`src/rtl/fq_pkg.sv`:
```
package fq_pkg;

    // Timed fault classes; values index raw/enable/qualified vectors.
    typedef enum logic [1:0] {
        CL_OV = 2'd0,
        CL_UV = 2'd1,
        CL_OW = 2'd2,
        CL_OT = 2'd3
    } fq_class_e;

    localparam int          NUM_TIMED    = 4;
    localparam int          OSC_BIT      = 4;
    localparam int          NUM_EN       = NUM_TIMED + 1;
    localparam logic [2:0]  LONGEST_CODE = 3'd4;

    // Which inhibit outputs a class acts on.
    typedef struct packed {
        logic chg;
        logic dsg;
    } fq_route_t;

    // Pad drive pair.
    typedef struct packed {
        logic pin;
        logic oe;
    } fq_drive_t;

    function automatic fq_route_t route_of(fq_class_e c);
        fq_route_t r;
        case (c)
            CL_OV:   r = '{chg: 1'b1, dsg: 1'b0};
            CL_UV:   r = '{chg: 1'b0, dsg: 1'b1};
            default: r = '{chg: 1'b1, dsg: 1'b1};
        endcase
        return r;
    endfunction

    // Delay in ms for a code; codes above the longest clamp to it.
    function automatic int unsigned delay_ms(logic [2:0] code, int unsigned base);
        logic [2:0] c;
        c = (code > LONGEST_CODE) ? LONGEST_CODE : code;
        return base << c;
    endfunction

    // High-true push-pull or low-true open-drain.
    function automatic fq_drive_t drive_of(logic push_pull_high, logic fault);
        fq_drive_t d;
        if (push_pull_high) begin
            d.pin = fault;
            d.oe  = 1'b1;
        end else begin
            d.pin = 1'b0;
            d.oe  = fault;
        end
        return d;
    endfunction

endpackage

```
`src/rtl/fq_ms_tick.sv`:
```
module fq_ms_tick #(
    parameter int DIV = 1000
) (
    input  logic clk,
    input  logic rst,
    output logic tick
);
    localparam int TW = (DIV > 1) ? $clog2(DIV) : 1;
    localparam logic [TW-1:0] LAST = TW'(DIV - 1);

    logic [TW-1:0] cnt;

    always_ff @(posedge clk) begin
        if (rst) begin
            cnt <= '0;
        end else if (cnt == LAST) begin
            cnt <= '0;
        end else begin
            cnt <= cnt + 1'b1;
        end
    end

    assign tick = (cnt == LAST);

    generate
        if (DIV > 1) begin : g_spacing
            AST_TICK_SPACED: assert property (@(posedge clk) disable iff (rst)
                tick |=> !tick);
        end
    endgenerate

endmodule

```
`src/rtl/fq_qual_timer.sv`:
```
module fq_qual_timer #(
    parameter int CW = 12
) (
    input  logic          clk,
    input  logic          rst,
    input  logic          tick,
    input  logic          act,
    input  logic          latch,
    input  logic [CW-1:0] limit,
    output logic          qual
);
    logic [CW-1:0] cnt;
    logic [CW:0]   cnt_nx;

    assign cnt_nx = {1'b0, cnt} + 1'b1;

    always_ff @(posedge clk) begin
        if (rst) begin
            cnt  <= '0;
            qual <= 1'b0;
        end else if (qual) begin
            cnt <= '0;
            if (!latch && !act) begin
                qual <= 1'b0;
            end
        end else if (!act) begin
            cnt <= '0;
        end else if (tick) begin
            if (cnt_nx >= {1'b0, limit}) begin
                qual <= 1'b1;
                cnt  <= '0;
            end else begin
                cnt <= cnt_nx[CW-1:0];
            end
        end
    end

    AST_QUAL_NEEDS_ACT: assert property (@(posedge clk) disable iff (rst)
        $rose(qual) |-> ($past(act) && $past(tick)));

    AST_RELEASE_ON_DROP: assert property (@(posedge clk) disable iff (rst)
        (qual && !latch && !act) |=> !qual);

    AST_LATCH_HOLD: assert property (@(posedge clk) disable iff (rst)
        (qual && latch) |=> qual);

endmodule

```
`src/rtl/fq_test_gate.sv`:
```
module fq_test_gate #(
    parameter int GAP_W    = 7,
    parameter int TM_ENTER = 12,
    parameter int TM_EXIT  = 10
) (
    input  logic             clk,
    input  logic             rst,
    input  logic [GAP_W-1:0] sup_gap,
    output logic             tm
);
    localparam logic [GAP_W-1:0] ENTER_LVL = GAP_W'(TM_ENTER);
    localparam logic [GAP_W-1:0] EXIT_LVL  = GAP_W'(TM_EXIT);

    always_ff @(posedge clk) begin
        if (rst) begin
            tm <= 1'b0;
        end else if (tm) begin
            tm <= (sup_gap >= EXIT_LVL);
        end else begin
            tm <= (sup_gap >= ENTER_LVL);
        end
    end

    AST_TM_HOLD_IN_BAND: assert property (@(posedge clk) disable iff (rst)
        (tm && sup_gap >= EXIT_LVL) |=> tm);

    AST_TM_NO_EARLY_ENTRY: assert property (@(posedge clk) disable iff (rst)
        (!tm && sup_gap < ENTER_LVL) |=> !tm);

endmodule

```
`src/rtl/fault_qualifier.sv`:
```
module fault_qualifier
    import fq_pkg::*;
#(
    parameter int CLK_PER_MS  = 1000,
    parameter int DLY_BASE_MS = 250,
    parameter int TEST_MS     = 100,
    parameter int GAP_W       = 7,
    parameter int TM_ENTER    = 12,
    parameter int TM_EXIT     = 10
) (
    input  logic             clk,
    input  logic             rst,
    input  logic             raw_ov,
    input  logic             raw_uv,
    input  logic             raw_ow,
    input  logic             raw_ot,
    input  logic             osc_bad,
    input  logic [4:0]       class_en,
    input  logic [2:0]       ov_dly,
    input  logic [2:0]       uv_dly,
    input  logic [2:0]       ot_dly,
    input  logic             latch_en,
    input  logic             chg_pol,
    input  logic             dsg_pol,
    input  logic [GAP_W-1:0] sup_gap,
    output logic             chg_pin,
    output logic             chg_oe,
    output logic             dsg_pin,
    output logic             dsg_oe,
    output logic             fault_mode,
    output logic             test_mode
);
    localparam int LONG_MS = DLY_BASE_MS << LONGEST_CODE;
    localparam int MAX_MS  = (LONG_MS > TEST_MS) ? LONG_MS : TEST_MS;
    localparam int CW      = $clog2(MAX_MS + 1);

    logic                         tick;
    logic                         tm;
    logic [NUM_TIMED-1:0]         raw_vec;
    logic [NUM_TIMED-1:0]         qual;
    logic [NUM_TIMED-1:0][2:0]    dly_sel;
    logic [NUM_TIMED-1:0][CW-1:0] limit;
    logic                         osc_q;
    logic                         chg_flt;
    logic                         dsg_flt;
    fq_drive_t                    chg_drv;
    fq_drive_t                    dsg_drv;

    fq_ms_tick #(.DIV(CLK_PER_MS)) u_tick (
        .clk  (clk),
        .rst  (rst),
        .tick (tick)
    );

    fq_test_gate #(
        .GAP_W    (GAP_W),
        .TM_ENTER (TM_ENTER),
        .TM_EXIT  (TM_EXIT)
    ) u_gate (
        .clk     (clk),
        .rst     (rst),
        .sup_gap (sup_gap),
        .tm      (tm)
    );

    assign raw_vec = {raw_ot, raw_ow, raw_uv, raw_ov};

    always_comb begin
        dly_sel        = '0;
        dly_sel[CL_OV] = ov_dly;
        dly_sel[CL_UV] = uv_dly;
        dly_sel[CL_OW] = LONGEST_CODE;
        dly_sel[CL_OT] = ot_dly;
    end

    generate
        for (genvar i = 0; i < NUM_TIMED; i++) begin : g_class
            assign limit[i] = tm ? CW'(TEST_MS)
                                 : CW'(delay_ms(dly_sel[i], DLY_BASE_MS));

            fq_qual_timer #(.CW(CW)) u_timer (
                .clk   (clk),
                .rst   (rst),
                .tick  (tick),
                .act   (raw_vec[i] & class_en[i]),
                .latch (latch_en),
                .limit (limit[i]),
                .qual  (qual[i])
            );

            AST_DISABLED_SILENT: assert property (@(posedge clk) disable iff (rst)
                (!class_en[i] && !qual[i]) |=> !qual[i]);
        end
    endgenerate

    // Oscillator failure bypasses qualification.
    always_ff @(posedge clk) begin
        if (rst) begin
            osc_q <= 1'b0;
        end else begin
            osc_q <= (osc_bad & class_en[OSC_BIT]) | (latch_en & osc_q);
        end
    end

    always_comb begin
        fq_route_t r;
        chg_flt = osc_q;
        dsg_flt = osc_q;
        for (int k = 0; k < NUM_TIMED; k++) begin
            r       = route_of(fq_class_e'(k));
            chg_flt = chg_flt | (qual[k] & r.chg);
            dsg_flt = dsg_flt | (qual[k] & r.dsg);
        end
    end

    assign chg_drv    = drive_of(chg_pol, chg_flt);
    assign dsg_drv    = drive_of(dsg_pol, dsg_flt);
    assign chg_pin    = chg_drv.pin;
    assign chg_oe     = chg_drv.oe;
    assign dsg_pin    = dsg_drv.pin;
    assign dsg_oe     = dsg_drv.oe;
    assign fault_mode = chg_flt | dsg_flt;
    assign test_mode  = tm;

    AST_OSC_BOTH: assert property (@(posedge clk) disable iff (rst)
        (osc_bad && class_en[OSC_BIT]) |=> (chg_flt && dsg_flt));

    AST_OV_SPARES_DSG: assert property (@(posedge clk) disable iff (rst)
        (dsg_flt && !osc_q) |-> (qual[CL_UV] || qual[CL_OW] || qual[CL_OT]));

    AST_MODE_MATCHES_PADS: assert property (@(posedge clk) disable iff (rst)
        fault_mode == ((chg_pol ? chg_pin : (chg_oe && !chg_pin)) ||
                       (dsg_pol ? dsg_pin : (dsg_oe && !dsg_pin))));

endmodule

```
`config.mk`:
```
export PLATFORM = sky130hd
export DESIGN_NAME = fault_qualifier
export DESIGN_NICKNAME = d
export VERILOG_FILES = /design/src/rtl/fq_pkg.sv /design/src/rtl/fq_ms_tick.sv /design/src/rtl/fq_qual_timer.sv /design/src/rtl/fq_test_gate.sv /design/src/rtl/fault_qualifier.sv
export SDC_FILE = /design/constraint.sdc
export NUM_CORES = 1
export LEC_CHECK = 0
export CORE_MARGIN = 2
export CORE_UTILIZATION = 40
export DETAILED_ROUTE_END_ITERATION = 16
export DONT_BUFFER_PORTS = 1
export SLEW_MARGIN = 10
export SYNTH_ARGS = -nofsm -noshare
export SYNTH_HDL_FRONTEND = slang
export SYNTH_SLANG_ARGS = --single-unit
export TNS_END_PERCENT = 10
```
`constraint.sdc`:
```
create_clock -name clk -period 6.35 [get_ports clk]
set_clock_uncertainty 0.05 [all_clocks]
set_input_delay 0.9525 -clock clk [delete_from_list [all_inputs] [get_ports clk]]
set_output_delay 0.9525 -clock clk [all_outputs]
set_load 0.005 [all_outputs]
```
# Word-level counts from Yosys, hierarchy flattened

Index checks and enable logic that the tools add are counted.

Output and inout bits: 6
Input port bits: 31
Bits in registers: 64
Word-level logic and storage cells: 95

Shift operators: 3
$lt $le $gt $ge: 9
Equality and inequality tests: 1
Mux-type cells: 34
Bitwise gates (word level): 18
Reductions and logical operators: 14
Add/sub/neg operators: 5

Operator list:

| operator                                                              | number |
|---|---|
| 12-bit two-way mux                                                    | 8 |
| 12-bit by 1-bit adder with 13-bit output, second input constant       | 4 |
| 13-bit by 12-bit >= comparator with 1-bit output                      | 4 |
| 8-bit by 3-bit << shifter with 12-bit output, first input constant    | 3 |
| 1-bit two-way mux                                                     | 21 |
| 7-bit by 4-bit >= comparator with 1-bit output, second input constant | 2 |
| 3-bit OR reduction                                                    | 4 |
| 10-bit by 1-bit adder with 10-bit output, second input constant       | 1 |
| 10-bit equality test, second input constant                           | 1 |
| 3-bit > comparator, second input constant                             | 3 |
| 3-bit two-way mux                                                     | 3 |
| 1-bit OR                                                              | 8 |
| 1-bit AND                                                             | 6 |
| 1-bit zero test                                                       | 5 |
| 1-bit logical AND                                                     | 4 |
| 2-bit two-way mux                                                     | 2 |
| 1-bit NOT                                                             | 4 |
| 2-bit OR reduction                                                    | 1 |

# Depth between registers and ports, before layout

Depth in word-level cells: 9
Gate-level depth with buffers: 12
Mapped depth without buffers: 11

# Cells and area by module

A second synthesis with hierarchy kept.

Cell total of the unflattened synthesis: 676
Area total of the unflattened synthesis: 5456.5 µm²

Modules (own cells, without submodules):

| module                                 | instances | cells an instance | area each (µm²) | seq. area each (µm²) |
|---|---|---|---|---|
| fq_qual_timer (g_class[0].u_timer ...) | 2         | 141               | 1159.9          | 260.2 |
| fq_qual_timer (g_class[1].u_timer)     | 1         | 139               | 1157.4          | 260.2 |
| fq_qual_timer (g_class[3].u_timer)     | 1         | 129               | 1081.0          | 260.2 |
| fq_ms_tick                             | 1         | 56                | 490.5           | 200.2 |
| fault_qualifier                        | 1         | 65                | 352.8           | 20.0 |
| fq_test_gate                           | 1         | 5                 | 55.1            | 20.0 |

# Worst setup path after synthesis

No wires, ideal clock.

Kind: input-to-reg
Start: in ov_dly[0]
End: reg g_class[0].u_timer.cnt[7]
Cell stages on the path: 9
Setup time: 0.064 ns
Data arrival time: 2.779 ns
Path slack: 3.457 ns
Data required time: 6.236 ns
Buffers on the path: 1
Cells stage by stage: or3_1 -> nand2b_1 -> ha_1 -> and3_1 -> a31o_2 -> a211oi_1 -> o211ai_2 -> buf_6 -> nor2_1

Longest elaborated chain between the ends: 6

RTL lines:

| item                                               | RTL line              | source |
|---|---|---|
| from (decl)                                        | fault_qualifier.sv:19 | `input logic [2:0] ov_dly,` |
| 3-bit > comparator                                 | fq_pkg.sv:41          | `c = (code > LONGEST_CODE) ? LONGEST_CODE : code;` |
| 3-bit two-way mux *                                | fq_pkg.sv:41          |  |
| 8-bit by 3-bit << shifter with 12-bit output *     | fq_pkg.sv:42          | `return base << c;` |
| 12-bit two-way mux *                               | fault_qualifier.sv:78 | `assign limit[i] = tm ? CW'(TEST_MS)` |
| 13-bit by 12-bit >= comparator with 1-bit output * | fq_qual_timer.sv:29   | `if (cnt_nx >= {1'b0, limit}) begin` |
| 12-bit two-way mux *                               | fq_qual_timer.sv:29   |  |
| to (signal assigned)                               | fq_qual_timer.sv:33   | `cnt <= cnt_nx[CW-1:0];` |
| to (decl)                                          | fq_qual_timer.sv:12   | `logic [CW-1:0] cnt;` |

Every way passes the cells marked *; elsewhere a longest branch is shown, timed or not.
A chain may end at the register's enable or synchronous reset.

# Final worst setup path

Start: reg u_gate.tm
End: reg g_class[2].u_timer.cnt[4]

Longest elaborated chain between the ends: 3

RTL lines:

| item                                             | RTL line              | source |
|---|---|---|
| from (decl)                                      | fq_test_gate.sv:9     | `output logic tm` |
| from (signal assigned)                           | fq_test_gate.sv:18    | `tm <= (sup_gap >= EXIT_LVL);` |
| from (signal assigned)                           | fq_test_gate.sv:20    | `tm <= (sup_gap >= ENTER_LVL);` |
| 12-bit two-way mux                               | fault_qualifier.sv:78 |  |
| 13-bit by 12-bit >= comparator with 1-bit output | fq_qual_timer.sv:29   |  |
| 12-bit two-way mux                               | fq_qual_timer.sv:29   |  |
| to (signal assigned)                             | fq_qual_timer.sv:33   |  |
| to (decl)                                        | fq_qual_timer.sv:12   |  |

No other way between the ends.

==> implementation parameters <==
Parameter                              Value

Critical path
  Data arrival time of the critical path ... 3.76 ns
  Slowest cell on the critical path ... sky130_fd_sc_hd__dfxtp_1
  Kind of end point of the critical path ... flop
  Cells traversed along the worst timing path ... clkinv_1 > ha_1 > nand4_1 > a311oi_1 > a41oi_1 > o211ai_1 > a211oi_1
  Critical setup path kind ... flop to flop
  Required time of the worst setup path ... 6.47 ns
  Crit Reg-Reg Startpoint ... u_gate.tm$_SDFF_PP0_
  R2R Setup Slk ... 2.71 ns
  Buffer and inverter count on the worst path ... 1
  CP max FO ... 22
  CP startpoint kind ... flop
  Reg-to-Reg End ... g_class[2].u_timer.cnt[4]$_SDFFE_PP0N_
  Worst Reg2Reg Path Length in Cells ... 7
  Crit-path max cell delay ... 0.92 ns
  Critical path's top delay family ... compound AO/OA/AOI/OAI gates

Clock network
  Clock edge transition at the registers on the reported setup and hold paths ... 0.05 ns
  Hold-fix buffers, CTS ... 0
  Largest buffer count on any clock path ... 2
  Htree depth ... 3
  Worst skew pair latency ... 0.33 ns
  Post-cts sizing count ... 0
  Cell at the root of the clock tree ... sky130_fd_sc_hd__clkbuf_16
  Number of buffers inserted by post-CTS setup repair ... 0
  TritonCTS clock tree ... built
  Number of clock buffers inserted by TritonCTS ... 9
  Number of clock sinks seen by CTS ... 64

Timing
  Setup repair after global routing missed its margin ... no
  Max-slew headroom at the worst pin ... 26.5%
  Count of final hold-check violations ... 0
  Transition time at the pin with the least slew margin ... 1.10 ns
  Max Fclk ... 0.275 GHz
  Post-route minimum period ... 3.64 ns
  Final Setup Violations ... 0
  Period utilisation layout ... 57.3%
  Setup TNS ... 0 ns
  Total count of max-transition violations in the final report ... 0

Global route
  Vias in the first global route ... 3782
  Pin count of the biggest net entering global routing ... 31
  GRT Util Overall ... 17.4%
  Grt ovf ... 0
  Wire length of the first global-routing pass ... 17700 um
  Initial antenna violation count ... 0

Synthesis
  Cell area after synthesis ... 4560 um^2
  Number of synthesis warnings ... 0
  Compound-cell area share of the yosys netlist ... 11.9%
  Post-Synth Adder-Cell Area ... 12.6%
  Number of distinct library cells after synthesis ... 48
  Post-synthesis net count ... 641
  Number of flip-flops and latches in the synthesized netlist ... 64
  Post-synthesis sequential area ratio ... 28.1%
  Synth Area in Simple Gates ... 25.6%
  Post-Syn Area per Cell ... 8.08 um^2
  Async set-reset flop share out of synthesis ... 0%
  Combinational family with the most area after synthesis ... simple AND/OR/NAND/NOR gates
  Synth Area in XOR/XNOR ... 17.3%
  Number of enable-type register cells in the synthesized netlist ... 0
  Top_reg_cell synth ... sky130_fd_sc_hd__dfxtp_1
  Cell count after synthesis ... 564
  Mux cell area share after synthesis ... 0.659%

Die
  Horizontal die dimension ... 111 um
  Die boundary height ... 111 um
  Std-Cell Rows ... 38
  Number of top-level pins ... 37
  Area enclosed by the die boundary ... 12300 um^2
  Initial core utilization ... 41.5%
  Core region area ... 11000 um^2

Pwr
  Power density over the cells ... 181 nW/um^2
  IR drop worst, VDD ... 0.000150 V
  Internal power ... 0.000692 W
  Share of total power in the clock network ... 49.1%
  Sequential cell fraction of total power ... 46.1%
  Net load switching power ... 0.000196 W
  Switching power as a share of total power ... 22.0%
  Leak pwr ... 1.89 nW
  Total power after layout ... 0.000888 W
  Relative contribution of combinational cells to total power ... 4.8%

Detailed routing
  Detailed route wirelength on metal2 ... 4530 um
  Average wire length per cell after detail routing ... 14.4 um
  Length of routed wiring on met1 ... 4680 um
  Antenna Nets Post-Route ... 0
  Post-detailed-route via-to-cell ratio ... 5.50
  Routed WL ... 10000 um
  Number of remaining DRC errors ... 0
  Drt pass-1 iters ... 4
  Met3 wire length ... 670 um
  Drt initial violations ... 242
  Top routing layer in use ... met4
  Overall via count from detail_route ... 3819

Layout
  Most common cell after layout, fill and taps aside ... sky130_fd_sc_hd__dfxtp_1
  Layout cells sized above 1 ... 3.43%
  Number of inserted filler cells in the final layout ... 1126
  Post-route design area ... 4890 um^2
  Number of diodes ... 0
  Most frequent cells in the layout ... 64 x sky130_fd_sc_hd__dfxtp_1, 57 x sky130_fd_sc_hd__xor2_1, 57 x sky130_fd_sc_hd__nand2_1
  Number of nets in the finished design ... 628
  Util after Layout ... 44.5%
  Number of standard cells in the layout, taps in and fillers out ... 694
  Synth-to-Final Area Change ... 7.30%

Worst hold path
  Number of stages on the worst hold path ... 1
  Hold Path Sink ... u_tick.cnt[0]$_SDFF_PP0_
  Hold crit path type ... flop to flop
  Worst hold path startpoint ... u_tick.cnt[0]$_SDFF_PP0_

Placed design
  PortBufs ... 0
  Area after detailed placement ... 4640 um^2
  Routability-driven placement congestion ratio ... 0.845
  Cells after DPL ... 680
  Final HPWL DP ... 7350 um

Job
  MaxCap Viol Count ... 0

Status
  Result of the run ... finished clean
==> final cells by class <==
cell class,instances,area (um^2),area share (%)
clock buffers,13,250,5.12
flip-flops and latches,64,1280,26.2
repair buffers,3,22.5,0.460
inverters,12,45.0,0.921
multi-input cells,461,3110,63.6
well taps,140,175,3.58
clock inverters,1,5.00,0.102
==> worst reg2reg max path, delay by kind of cell (launching register included) <==
| family | cells | cell delay, ns |
|---|---|---|
| compound gates | 4 | 1.38 |
| flops | 1 | 0.92 |
| buf+inv | 1 | 0.55 |
| simple gates | 1 | 0.13 |
| fa+ha+maj | 1 | 0.44 |
==> per-stage QoR <==
step / setup WS (ns) / hold slack, ns
6_report: 2.71 / 0.405
3_3_place_gp: 2.80 / 0.388
2_1_floorplan: 3.46 / 0.379
3_5_place_dp: 2.70 / 0.400
5_1_grt: 2.28 / 0.429
4_1_cts: 2.69 / 0.407
==> how the worst max path moves through the flow <==
stage                         startpoint                                 endpoint  slack, ns  cells after the start
floorplan                      ov_dly[0]   g_class[0].u_timer.cnt[7]$_SDFFE_PP0N_       3.46                      9
global placement    u_gate.tm$_SDFF_PP0_   g_class[2].u_timer.cnt[0]$_SDFFE_PP0N_       2.80                      7
detailed placement  u_gate.tm$_SDFF_PP0_  g_class[3].u_timer.cnt[11]$_SDFFE_PP0N_       2.70                      9
CTS                 u_gate.tm$_SDFF_PP0_   g_class[2].u_timer.cnt[4]$_SDFFE_PP0N_       2.69                      7
global route        u_gate.tm$_SDFF_PP0_   g_class[3].u_timer.cnt[5]$_SDFFE_PP0N_       2.28                      9
finish              u_gate.tm$_SDFF_PP0_   g_class[2].u_timer.cnt[4]$_SDFFE_PP0N_       2.71                      7
==> power groups by stage <==
stage	combinational, W	clock, W	sequential, W
after floorplan	0.0000379	0	0.000415
after global placement	0.0000407	0	0.000417
after detailed placement	0.0000429	0	0.000417
after CTS	0.0000431	0.000451	0.000409
after global routing	0.0000507	0.000464	0.000409
final	0.0000425	0.000436	0.000409
==> per-layer routing <==
metal / vias up / global-route usage (%)
met4: 0 / 5.67
met5: - / 0
li1: 1975 / -
met3: 12 / 4.87
met2: 65 / 27.4
met1: 1767 / 23.0
==> cell usage after synthesis (all sizes together), types with 2 or more instances <==
master	n	share of area, %
o21ai	18	2.0
nor3b	4	0.66
nor2b	4	0.55
a31oi	2	0.27
o31ai	4	0.66
o21bai	2	0.33
xnor2	33	6.3
and3	9	1.2
a21oi	13	1.4
inv	11	0.91
xor2	57	11
mux2i	3	0.66
nor2	51	4.2
or3	6	0.82
ha	46	13
nand3	22	2.4
nand2b	7	0.96
clkbuf	17	1.4
dfxtp	64	28
buf	10	1.4
o211ai	5	0.93
nor4	8	1.2
a2111oi	2	0.38
a21o	9	1.5
nand4	20	2.7
a211oi	17	2.8
or2	2	0.27
a41oi	2	0.38
nand2	57	4.7
nor3	47	5.2
==> logic make-up (layout without fill, tap and decap cells) <==
kind of cell	after synthesis	count (layout)
and+or+nand+nor	241	241
muxes	3	3
AOI/OAI and AO/OA	81	81
adders and majority gates	46	46
buffers and inverters	39	29
xor gates and xnor gates	90	90
DFF	64	64
==> registers in the layout, summed over array words and instances, names as in the netlist <==
| register | count |
|---|---|
| g_class.u_timer.cnt | 48 |
| u_tick.cnt | 10 |
| g_class.u_timer.qual | 4 |
| osc_q | 1 |
| u_gate.tm | 1 |
Note: power is estimated with default switching activity, not from simulation.
